### src/rtl/dwg_pkg.sv
package dwg_pkg;

    typedef enum logic [1:0] {
        GS_FULL    = 2'd0,
        GS_PART    = 2'd1,
        GS_DRAINED = 2'd2
    } gate_state_e;

    localparam int NUM_CAUSES = 3;
    localparam int C_ROB      = 0;
    localparam int C_REN      = 1;
    localparam int C_SCH      = 2;

endpackage

### src/rtl/dwg_admit.sv
module dwg_admit
    import dwg_pkg::*;
#(
    parameter int WIDTH = 4,
    parameter int UOP_W = 4,
    parameter int BW    = 3
) (
    input  logic                  in_valid,
    input  logic [UOP_W-1:0]      in_uops,
    input  logic                  rob_ok,
    input  logic                  ren_ok,
    input  logic                  sch_ok,
    input  logic [BW-1:0]         budget,
    output logic                  fire,
    output logic [NUM_CAUSES-1:0] stall_hit
);

    localparam int SW = ((UOP_W > BW) ? UOP_W : BW) + 1;

    logic [SW-1:0] need;
    logic [SW-1:0] have;
    logic          open_w;
    logic          fits;
    logic          cand;
    logic          all_ok;

    assign need   = SW'(in_uops);
    assign have   = SW'(budget);
    assign open_w = (budget != '0);
    assign fits   = (need <= have) || (have == SW'(WIDTH));
    assign cand   = in_valid && open_w && fits;
    assign all_ok = rob_ok && ren_ok && sch_ok;
    assign fire   = cand && all_ok;

    // priority: reorder buffer, then rename, then scheduler
    always_comb begin
        stall_hit = '0;
        if (cand && !all_ok) begin
            if (!rob_ok) begin
                stall_hit[C_ROB] = 1'b1;
            end else if (!ren_ok) begin
                stall_hit[C_REN] = 1'b1;
            end else begin
                stall_hit[C_SCH] = 1'b1;
            end
        end
    end

endmodule

### src/rtl/dwg_budget.sv
module dwg_budget
    import dwg_pkg::*;
#(
    parameter int WIDTH = 4,
    parameter int UOP_W = 4,
    parameter int BW    = 3
) (
    input  logic             clk,
    input  logic             rst_n,
    input  logic             fire,
    input  logic [UOP_W-1:0] uops,
    input  logic             tick,
    output logic [BW-1:0]    budget_o,
    output logic [UOP_W-1:0] carry_o,
    output gate_state_e      state_o
);

    localparam int SW = ((UOP_W > BW) ? UOP_W : BW) + 2;

    gate_state_e      state_q, state_d;
    logic [BW-1:0]    budget_q;
    logic [UOP_W-1:0] carry_q;

    logic [SW-1:0] wid, have, need, car;
    logic [SW-1:0] pb, pc, nb, nc;

    assign wid  = SW'(WIDTH);
    assign have = SW'(budget_q);
    assign need = SW'(uops);
    assign car  = SW'(carry_q);

    // admission first, then cycle boundary
    always_comb begin
        pb = have;
        pc = car;
        if (fire) begin
            if (need > have) begin
                pb = '0;
                pc = car + need - have;
            end else begin
                pb = have - need;
            end
        end
        nb = pb;
        nc = pc;
        if (tick) begin
            if (pc >= wid) begin
                nb = '0;
                nc = pc - wid;
            end else begin
                nb = wid - pc;
                nc = '0;
            end
        end
    end

    // next-state logic with named transitions
    always_comb begin
        state_d = state_q;
        unique case (state_q)
            GS_FULL: begin
                if (nb == '0)       state_d = GS_DRAINED;   // EXHAUST
                else if (nb != wid) state_d = GS_PART;      // SPEND
            end
            GS_PART: begin
                if (nb == wid)      state_d = GS_FULL;      // REFILL
                else if (nb == '0)  state_d = GS_DRAINED;   // EXHAUST
            end
            GS_DRAINED: begin
                if (nb == wid)      state_d = GS_FULL;      // REFILL
                else if (nb != '0)  state_d = GS_PART;      // PARTIAL_REFILL
            end
            default:                state_d = GS_FULL;
        endcase
    end

    // state register
    always_ff @(posedge clk) begin
        if (!rst_n) begin
            state_q  <= GS_FULL;
            budget_q <= BW'(WIDTH);
            carry_q  <= '0;
        end else begin
            state_q  <= state_d;
            budget_q <= nb[BW-1:0];
            carry_q  <= nc[UOP_W-1:0];
        end
    end

    // outputs
    always_comb begin
        budget_o = budget_q;
        carry_o  = carry_q;
        state_o  = state_q;
    end

endmodule

### src/rtl/dwg_stall_ctr.sv
module dwg_stall_ctr #(
    parameter int CNT_W = 8,
    parameter int N     = 3
) (
    input  logic             clk,
    input  logic             rst_n,
    input  logic [N-1:0]     hit,
    output logic [N*CNT_W-1:0] count
);

    for (genvar gi = 0; gi < N; gi++) begin : g_ctr
        logic [CNT_W-1:0] cnt_q;
        always_ff @(posedge clk) begin
            if (!rst_n) begin
                cnt_q <= '0;
            end else if (hit[gi] && (cnt_q != {CNT_W{1'b1}})) begin
                cnt_q <= cnt_q + 1'b1;
            end
        end
        assign count[gi*CNT_W +: CNT_W] = cnt_q;
    end

endmodule

### src/rtl/dispatch_width_gate.sv
module dispatch_width_gate
    import dwg_pkg::*;
#(
    parameter int WIDTH = 4,
    parameter int UOP_W = 4,
    parameter int CNT_W = 8,
    localparam int BW   = $clog2(WIDTH + 1)
) (
    input  logic             clk,
    input  logic             rst_n,
    input  logic             in_valid,
    input  logic [UOP_W-1:0] in_uops,
    input  logic             rob_ok,
    input  logic             ren_ok,
    input  logic             sch_ok,
    input  logic             cycle_tick,
    output logic             fire,
    output logic [BW-1:0]    budget_left,
    output logic [UOP_W-1:0] carry_left,
    output logic [1:0]       gate_state,
    output logic [CNT_W-1:0] stall_rob,
    output logic [CNT_W-1:0] stall_ren,
    output logic [CNT_W-1:0] stall_sch
);

    logic [NUM_CAUSES-1:0]       hit;
    logic [NUM_CAUSES*CNT_W-1:0] counts;
    gate_state_e                 st;

    dwg_admit #(.WIDTH(WIDTH), .UOP_W(UOP_W), .BW(BW)) u_admit (
        .in_valid  (in_valid),
        .in_uops   (in_uops),
        .rob_ok    (rob_ok),
        .ren_ok    (ren_ok),
        .sch_ok    (sch_ok),
        .budget    (budget_left),
        .fire      (fire),
        .stall_hit (hit)
    );

    dwg_budget #(.WIDTH(WIDTH), .UOP_W(UOP_W), .BW(BW)) u_budget (
        .clk      (clk),
        .rst_n    (rst_n),
        .fire     (fire),
        .uops     (in_uops),
        .tick     (cycle_tick),
        .budget_o (budget_left),
        .carry_o  (carry_left),
        .state_o  (st)
    );

    dwg_stall_ctr #(.CNT_W(CNT_W), .N(NUM_CAUSES)) u_ctr (
        .clk   (clk),
        .rst_n (rst_n),
        .hit   (hit),
        .count (counts)
    );

    assign gate_state = st;
    assign stall_rob  = counts[C_ROB*CNT_W +: CNT_W];
    assign stall_ren  = counts[C_REN*CNT_W +: CNT_W];
    assign stall_sch  = counts[C_SCH*CNT_W +: CNT_W];

endmodule

### config.mk
export PLATFORM = sky130hd
export DESIGN_NAME = dispatch_width_gate
export DESIGN_NICKNAME = d
export VERILOG_FILES = /design/src/rtl/dwg_pkg.sv /design/src/rtl/dwg_admit.sv /design/src/rtl/dwg_budget.sv /design/src/rtl/dwg_stall_ctr.sv /design/src/rtl/dispatch_width_gate.sv
export SDC_FILE = /design/constraint.sdc
export NUM_CORES = 1
export LEC_CHECK = 0
export CORE_ASPECT_RATIO = 2
export CORE_MARGIN = 5
export CORE_UTILIZATION = 47
export DETAILED_ROUTE_END_ITERATION = 6
export GPL_ROUTABILITY_DRIVEN = 1
export HOLD_SLACK_MARGIN = 0.12
export PLACE_DENSITY = 0.82
export SLEW_MARGIN = 20
export SYNTH_ARGS = -nofsm -noshare
export SYNTH_HDL_FRONTEND = slang
export SYNTH_HIERARCHICAL = 1
export SYNTH_SLANG_ARGS = --single-unit
### constraint.sdc
create_clock -name clk -period 3.5 [get_ports clk]
set_clock_uncertainty 0.1 [all_clocks]
set_input_delay 0.875 -clock clk [delete_from_list [all_inputs] [get_ports clk]]
set_output_delay 0.875 -clock clk [all_outputs]
set_load 0.02 [all_outputs]
Word level (Yosys, flattened, before mapping)

Index checks and enable logic that the tools add are counted.

Memory bits (writable): 0
Bits in read-only memories: 0
Logic and storage cells: 64
Register bits: 33
Input bits: 11
Memories: 0
Output and inout port bits: 34
Bits in latches: 0

Shift operators: 0
$add $sub $neg: 8
Reductions and logical operators: 16
Eq/ne operators: 11
Divide/modulo/power cells: 0
Muxes and demuxes: 20
Bitwise gates (word level): 0
Magnitude comparators: 3
Multiply operators: 0

Operator list:

| cell                                                   | number |
|---|---|
| 2-to-1 mux 6 bit                                       | 6 |
| adder 8 x 1 -> 8 bit (second input constant)           | 3 |
| inequality test 8 bit (second input constant)          | 3 |
| 2-to-1 mux 2 bit                                       | 7 |
| logical AND 1 bit                                      | 9 |
| inequality test 3 x 1 -> 1 bit (second input constant) | 3 |
| 2-to-1 mux 4 bit                                       | 2 |
| equality test 6 x 3 -> 1 bit (second input constant)   | 1 |
| >= comparator 6 x 3 -> 1 bit (second input constant)   | 1 |
| logical NOT 6 bit                                      | 1 |
| inequality test 6 x 3 -> 1 bit (second input constant) | 1 |
| one-hot mux 2 bit (3 select lines)                     | 1 |
| nonzero test 6 bit                                     | 1 |
| subtractor 3 x 6 -> 6 bit (first input constant)       | 1 |
| subtractor 6 x 3 -> 6 bit                              | 1 |
| adder 4 x 4 -> 5 bit                                   | 1 |
| subtractor 3 x 4 -> 5 bit                              | 1 |
| > comparator 4 x 3 -> 1 bit                            | 1 |
| less-or-equal comparator 4 x 3 -> 1 bit                | 1 |
| subtractor 4 x 3 -> 4 bit (second input constant)      | 1 |
| equality test 3 bit (second input constant)            | 1 |
| 2-to-1 mux 1 bit                                       | 3 |
| 2-to-1 mux 3 bit                                       | 1 |
| AND reduction 3 bit                                    | 1 |
| other kinds (6)                                        | 6 |

Logic depth before layout (Yosys ltp)

Gate-level depths: netlist of the first run.

Depth after elaboration: 12
Gate-level depth with buffers: 15
Gate-level depth less buffers: 14

By module

The synthesis of the first run kept the hierarchy.

Modules (own cells, without submodules):

| module        | area each (µm²) | cells an instance | times used |
|---|---|---|---|
| dwg_stall_ctr | 1214.9          | 132               | 1 |
| dwg_budget    | 890.9           | 108               | 1 |
| dwg_admit     | 158.9           | 17                | 1 |

Least setup slack after synthesis of the first run

Ideal clock, no wire load.

Path type: input-to-reg
From: input port in_uops[2]
To: register u_budget.state_q[0], in the netlist u_budget/state_o[0]
Setup time: 0.065 ns
Arrival: 3.748 ns
Path slack: -0.414 ns
Stages: 13
Path through: ha_1 > a211oi_2 > a211oi_2 > nor4b_2 > nand2b_1 > buf_6 > mux2_4 > inv_1 > ha_1 > a21oi_1 > o31ai_2 > o31ai_1 > nor2b_1

Longest elaborated chain between the ends: 11
Elaborated cells on any way between the ends: 28
Those cells by class: add/sub (4); order compare (3); eq/ne (5); mux (10); reduce/logical (6)

Ends and longest elaborated chain:

| what                                                                                       | line                               | RTL |
|---|---|---|
| start, declared                                                                            | dispatch_width_gate.sv:12          | `input logic [UOP_W-1:0] in_uops,` |
| less-or-equal comparator 4 x 3 -> 1 bit *                                                  | dwg_admit.sv:30                    | `assign fits = (need <= have) \|\| (have == SW'(WIDTH));` |
| logical OR 1 bit *                                                                         | dwg_admit.sv:30                    |  |
| logical AND 1 bit *                                                                        | dwg_admit.sv:31                    | `assign cand = in_valid && open_w && fits;` |
| logical AND 1 bit *                                                                        | dwg_admit.sv:33                    | `assign fire = cand && all_ok;` |
| named net fire                                                                             | dispatch_width_gate.sv:17          | `output logic fire,` |
| 2-to-1 mux 6 bit                                                                           | dwg_budget.sv:36                   | `if (fire) begin` |
| subtractor 3 x 6 -> 6 bit / >= comparator 6 x 3 -> 1 bit (equally long branches)           | dwg_budget.sv:51, dwg_budget.sv:47 |  |
| 2-to-1 mux 6 bit                                                                           | dwg_budget.sv:47                   | `if (pc >= wid) begin` |
| 2-to-1 mux 6 bit *                                                                         | dwg_budget.sv:46                   | `if (tick) begin` |
| equality test 6 x 3 -> 1 bit, or another cell as far along                                 | dwg_budget.sv:66, dwg_budget.sv:70 |  |
| inequality test 3 x 1 -> 1 bit (no line), or another cell as far along                     | -                                  |  |
| AND reduction 3 bit (no line) / one-hot mux 2 bit (3 select lines) (equally long branches) | -                                  |  |
| end signal, assigned                                                                       | dwg_budget.sv:84                   | `state_q <= state_d;` |
| end, declared                                                                              | dwg_budget.sv:20                   | `gate_state_e state_q, state_d;` |

The timed path passes the listed nets; every way through them passes the cells marked *.
A chain may end at the register's enable or synchronous reset.

Worst setup path after layout of the first run

From: input port in_uops[1]
To: register u_budget.state_q[1], in the netlist u_budget/state_o[1]

Longest elaborated chain between the ends: 11
Elaborated cells on any way between the ends: 28
Those cells by class: add/sub (4); order compare (3); eq/ne (5); mux (10); reduce/logical (6)

Ends and longest elaborated chain:

| what                                                                                       | line |
|---|---|
| parallel branches: the longest is 7 deep, another holds subtractor 6 x 3 -> 6 bit          | - |
| 2-to-1 mux 6 bit *                                                                         | dwg_budget.sv:46 |
| equality test 6 x 3 -> 1 bit, or another cell as far along                                 | dwg_budget.sv:66, dwg_budget.sv:70 |
| inequality test 3 x 1 -> 1 bit (no line), or another cell as far along                     | - |
| AND reduction 3 bit (no line) / one-hot mux 2 bit (3 select lines) (equally long branches) | - |

Mark *: on every way between the ends.

==> results of run 1 <==
-- path summary, 6_finish.rpt --
kind / end / slack, ns / depth (start not counted)
setup / recovery: u_budget/state_o[1] / -0.06 / 15
hold / removal: u_ctr/g_ctr[2].cnt_q[1] / 0.40 / 2
setup reg to reg: u_budget/state_o[1] / 0.15 / 14
hold reg to reg: u_ctr/g_ctr[2].cnt_q[1] / 0.40 / 2
-- worst register-to-register path: cells and delay by family (launching register included) --
family                   cells  cell delay [ns]
AO/OA/AOI/OAI                4             0.47
adder cells (fa/ha/maj)      2             0.60
buffers and inverters        2             0.31
flip-flops                   1             0.44
multiplexers                 1             0.20
AND/OR/NAND/NOR              5             1.16
-- sequential cells by signal (all words and copies together), names as in the netlist --
name,flops
u_ctr/g_ctr.cnt_q,24
u_budget/state_o,2
u_budget/budget_o,3
u_budget/carry_o,4
-- cell usage in the layout (no fill, tap or decap), drive strengths merged, types with 8 or more instances in the layout --
cell / Yosys / final
clkdlybuf4s50: 0 / 39
buf: 6 / 37
dfxtp: 33 / 33
inv: 31 / 31
nand2: 22 / 22
ha: 18 / 18
a21oi: 14 / 14
nor2: 12 / 12
a211oi: 9 / 9
clkbuf: 2 / 8
and3: 8 / 8
mux2i: 8 / 8
-- layer usage --
layer	track usage, %	up-vias	routed length (um)
met5	0	-	0
met4	12.0	0	284
met3	3.82	21	284
met2	38.4	67	3480
met1	19.9	1075	2300
li1	-	1084	-
-- power by group --
part	switching, uW	leakage (uW)	internal [uW]
Sequential	15.0	0.000267	389
Clock	141	0.0000585	232
Combinational	215	0.00105	214
Total	371	0.00138	835
-- final cells by class --
cell class / count / area, um^2
fill: 371 / 1370
inverter: 31 / 116
clock buffer: 7 / 86.3
sequential: 33 / 661
clock inverter: 1 / 30.0
tap: 55 / 68.8
multi-input combinational: 185 / 1600
timing repair buffer: 79 / 704
-- metrics by stage --
stage                     instance area [um^2]  hold slack [ns]  total power, uW
after floorplan                           2330            0.457              625
after global placement                    3010            0.380              744
after detailed placement                  3010            0.400              753
after CTS                                 3200            0.412             1170
after global routing                      3270            0.453             1260
final                                     3270            0.400             1210
-- logic make-up (layout without fill, tap and decap cells) --
kind of cell,Yosys count,in the layout,synth area share (%)
AOI/OAI and AO/OA,66,66,21.8
xor gates and xnor gates,5,5,1.93
adders and majority gates,22,22,13.5
buffers and inverters,39,118,7.40
DFF,33,33,29.2
muxes,9,9,4.20
and+or+nand+nor,83,83,22.0
-- repair_timing --
| action | CTS | global route |
|---|---|---|
| resized for setup | 19 | 19 |
| pin swaps | 7 | 16 |
| gates cloned | 0 | 0 |
| buffers inserted | 3 | 3 |
| setup endpoints to repair | 10 | 10 |
==> metrics.yaml, run 1 <==
status: "finished with violations"
violations: "negative setup slack"
drc_errors: 0
rows: 35
cp_max_fo: 7
setup_violations: 2
period_minus_slack_ns: 3.56
grt_pass1_wl_mm: 10.3
required_ns: 3.60
dieArea_mm2: 0.00639
cap_violations: 0
worst_slack_ns: -0.0579
insertedDiodeCount: 0
antenna_found_initial: 0
cts_buffer_depth: 2
final_core_utilization_pct: 70.5
placed_cells: 377
rsz0062_at_grt: "true"
htree_levels: 2
syn-num-nets: 290
synth_area_leaders: "dfxtp_1, ha_1, inv_1, nand2_1, fa_1"
regToRegStartpoint: "u_budget/budget_o[1]"
ios: 45
critPathSlowestCell: "ha_1"
critPathTopFamily: "simple AND/OR/NAND/NOR gates"
finalWirelength_mm: 6.35
area_delta_synth_final_pct: 44.4
fin_cells: 391
cp_common_cell: "buf_6"
hold_path_class: "reg -> reg"
end_kind: "flip-flop"
clock_sinks: 33
drt-pass1-iter-count: 4
grt_overflow: 0
grt_max_degree: 25
fmax_ghz: 0.281
path_buf_inv: 3
grt.total_usage_pct: 20.6
numCtsBuffers: 5
synth-seq-cells: 33
cp-start-kind: "input pin"
avgSynthCellArea_um2: 8.81
vias: 2247
critPathKind: "in -> reg"
yosysSeqAreaShare_pct: 29.2
power.density_mw_per_mm2: 369
async_reset_ff_share_pct: 0
peakVddDrop_mv: 0.334
core_area_mm2: 0.00464
worst_pin_slew_ns: 0.472
synth_area_mm2: 0.00226
yosysTopAreaCell: "dfxtp_1"
start_util_pct: 48.8
worstPathArrival_ns: 3.66
maxSlewViolCount: 0
vias_per_cell: 5.75
die_width_um: 59.1
ctsHoldBuffers: 0
nets: 368
wl_per_cell_um: 16.2
hp-start: "u_ctr/g_ctr[2].cnt_q[1]"
clock_latency_ns: 0.28
hold_viol: 0
cts_root_buf: "clkbuf_8"
ys.flop_type: "dfxtp_1"
ant_nets: 0
slew_headroom_pct: 68.5
cp-startpoint: "in_uops[1]"
grt_pass1_vias: 2363
dp_slack_ns: -0.714
ys_warn_count: 6
die_h_um: 108
synthCells: 257
synth_edf_count: 0
port_buffers: 44
drt_first_iter_violations: 72
yosys-top-cells-count: "dfxtp_1, inv_1, nand2_1"
clkTransAtPathRegs_ns: 0.06
synth_top_area_share_pct: 29.2
path_cells: "buf_6, buf_6, ha_4, and4b_2, a211oi_4, nor4b_4, nand2b_1, buf_6, mux2i_4, ha_1, nor2_1, o21ai_1, nor3_2, o31ai_2, a211oi_1"
synth_cell_type_count: 55
layout-drive-gt1-share_pct: 25.3
tns_ns: -0.0866
crit_path_max_incr_delay_ns: 0.32
cts_tree: "built"
hpwl_mm: 4.50
p_leak_uw: 0.00138
yosysMostFrequentCell: "dfxtp_1"
gp_congestion: 0.830
fin_crit_sh_pct: 102
Power figures use the tool's default switching activity.
==> inputs of run 2 (changes only) <==
HOLD_SLACK_MARGIN = 0.15   (was 0.12)
==> results of run 2 <==
Final layout, timing and power as in run 1 (identical DEF).
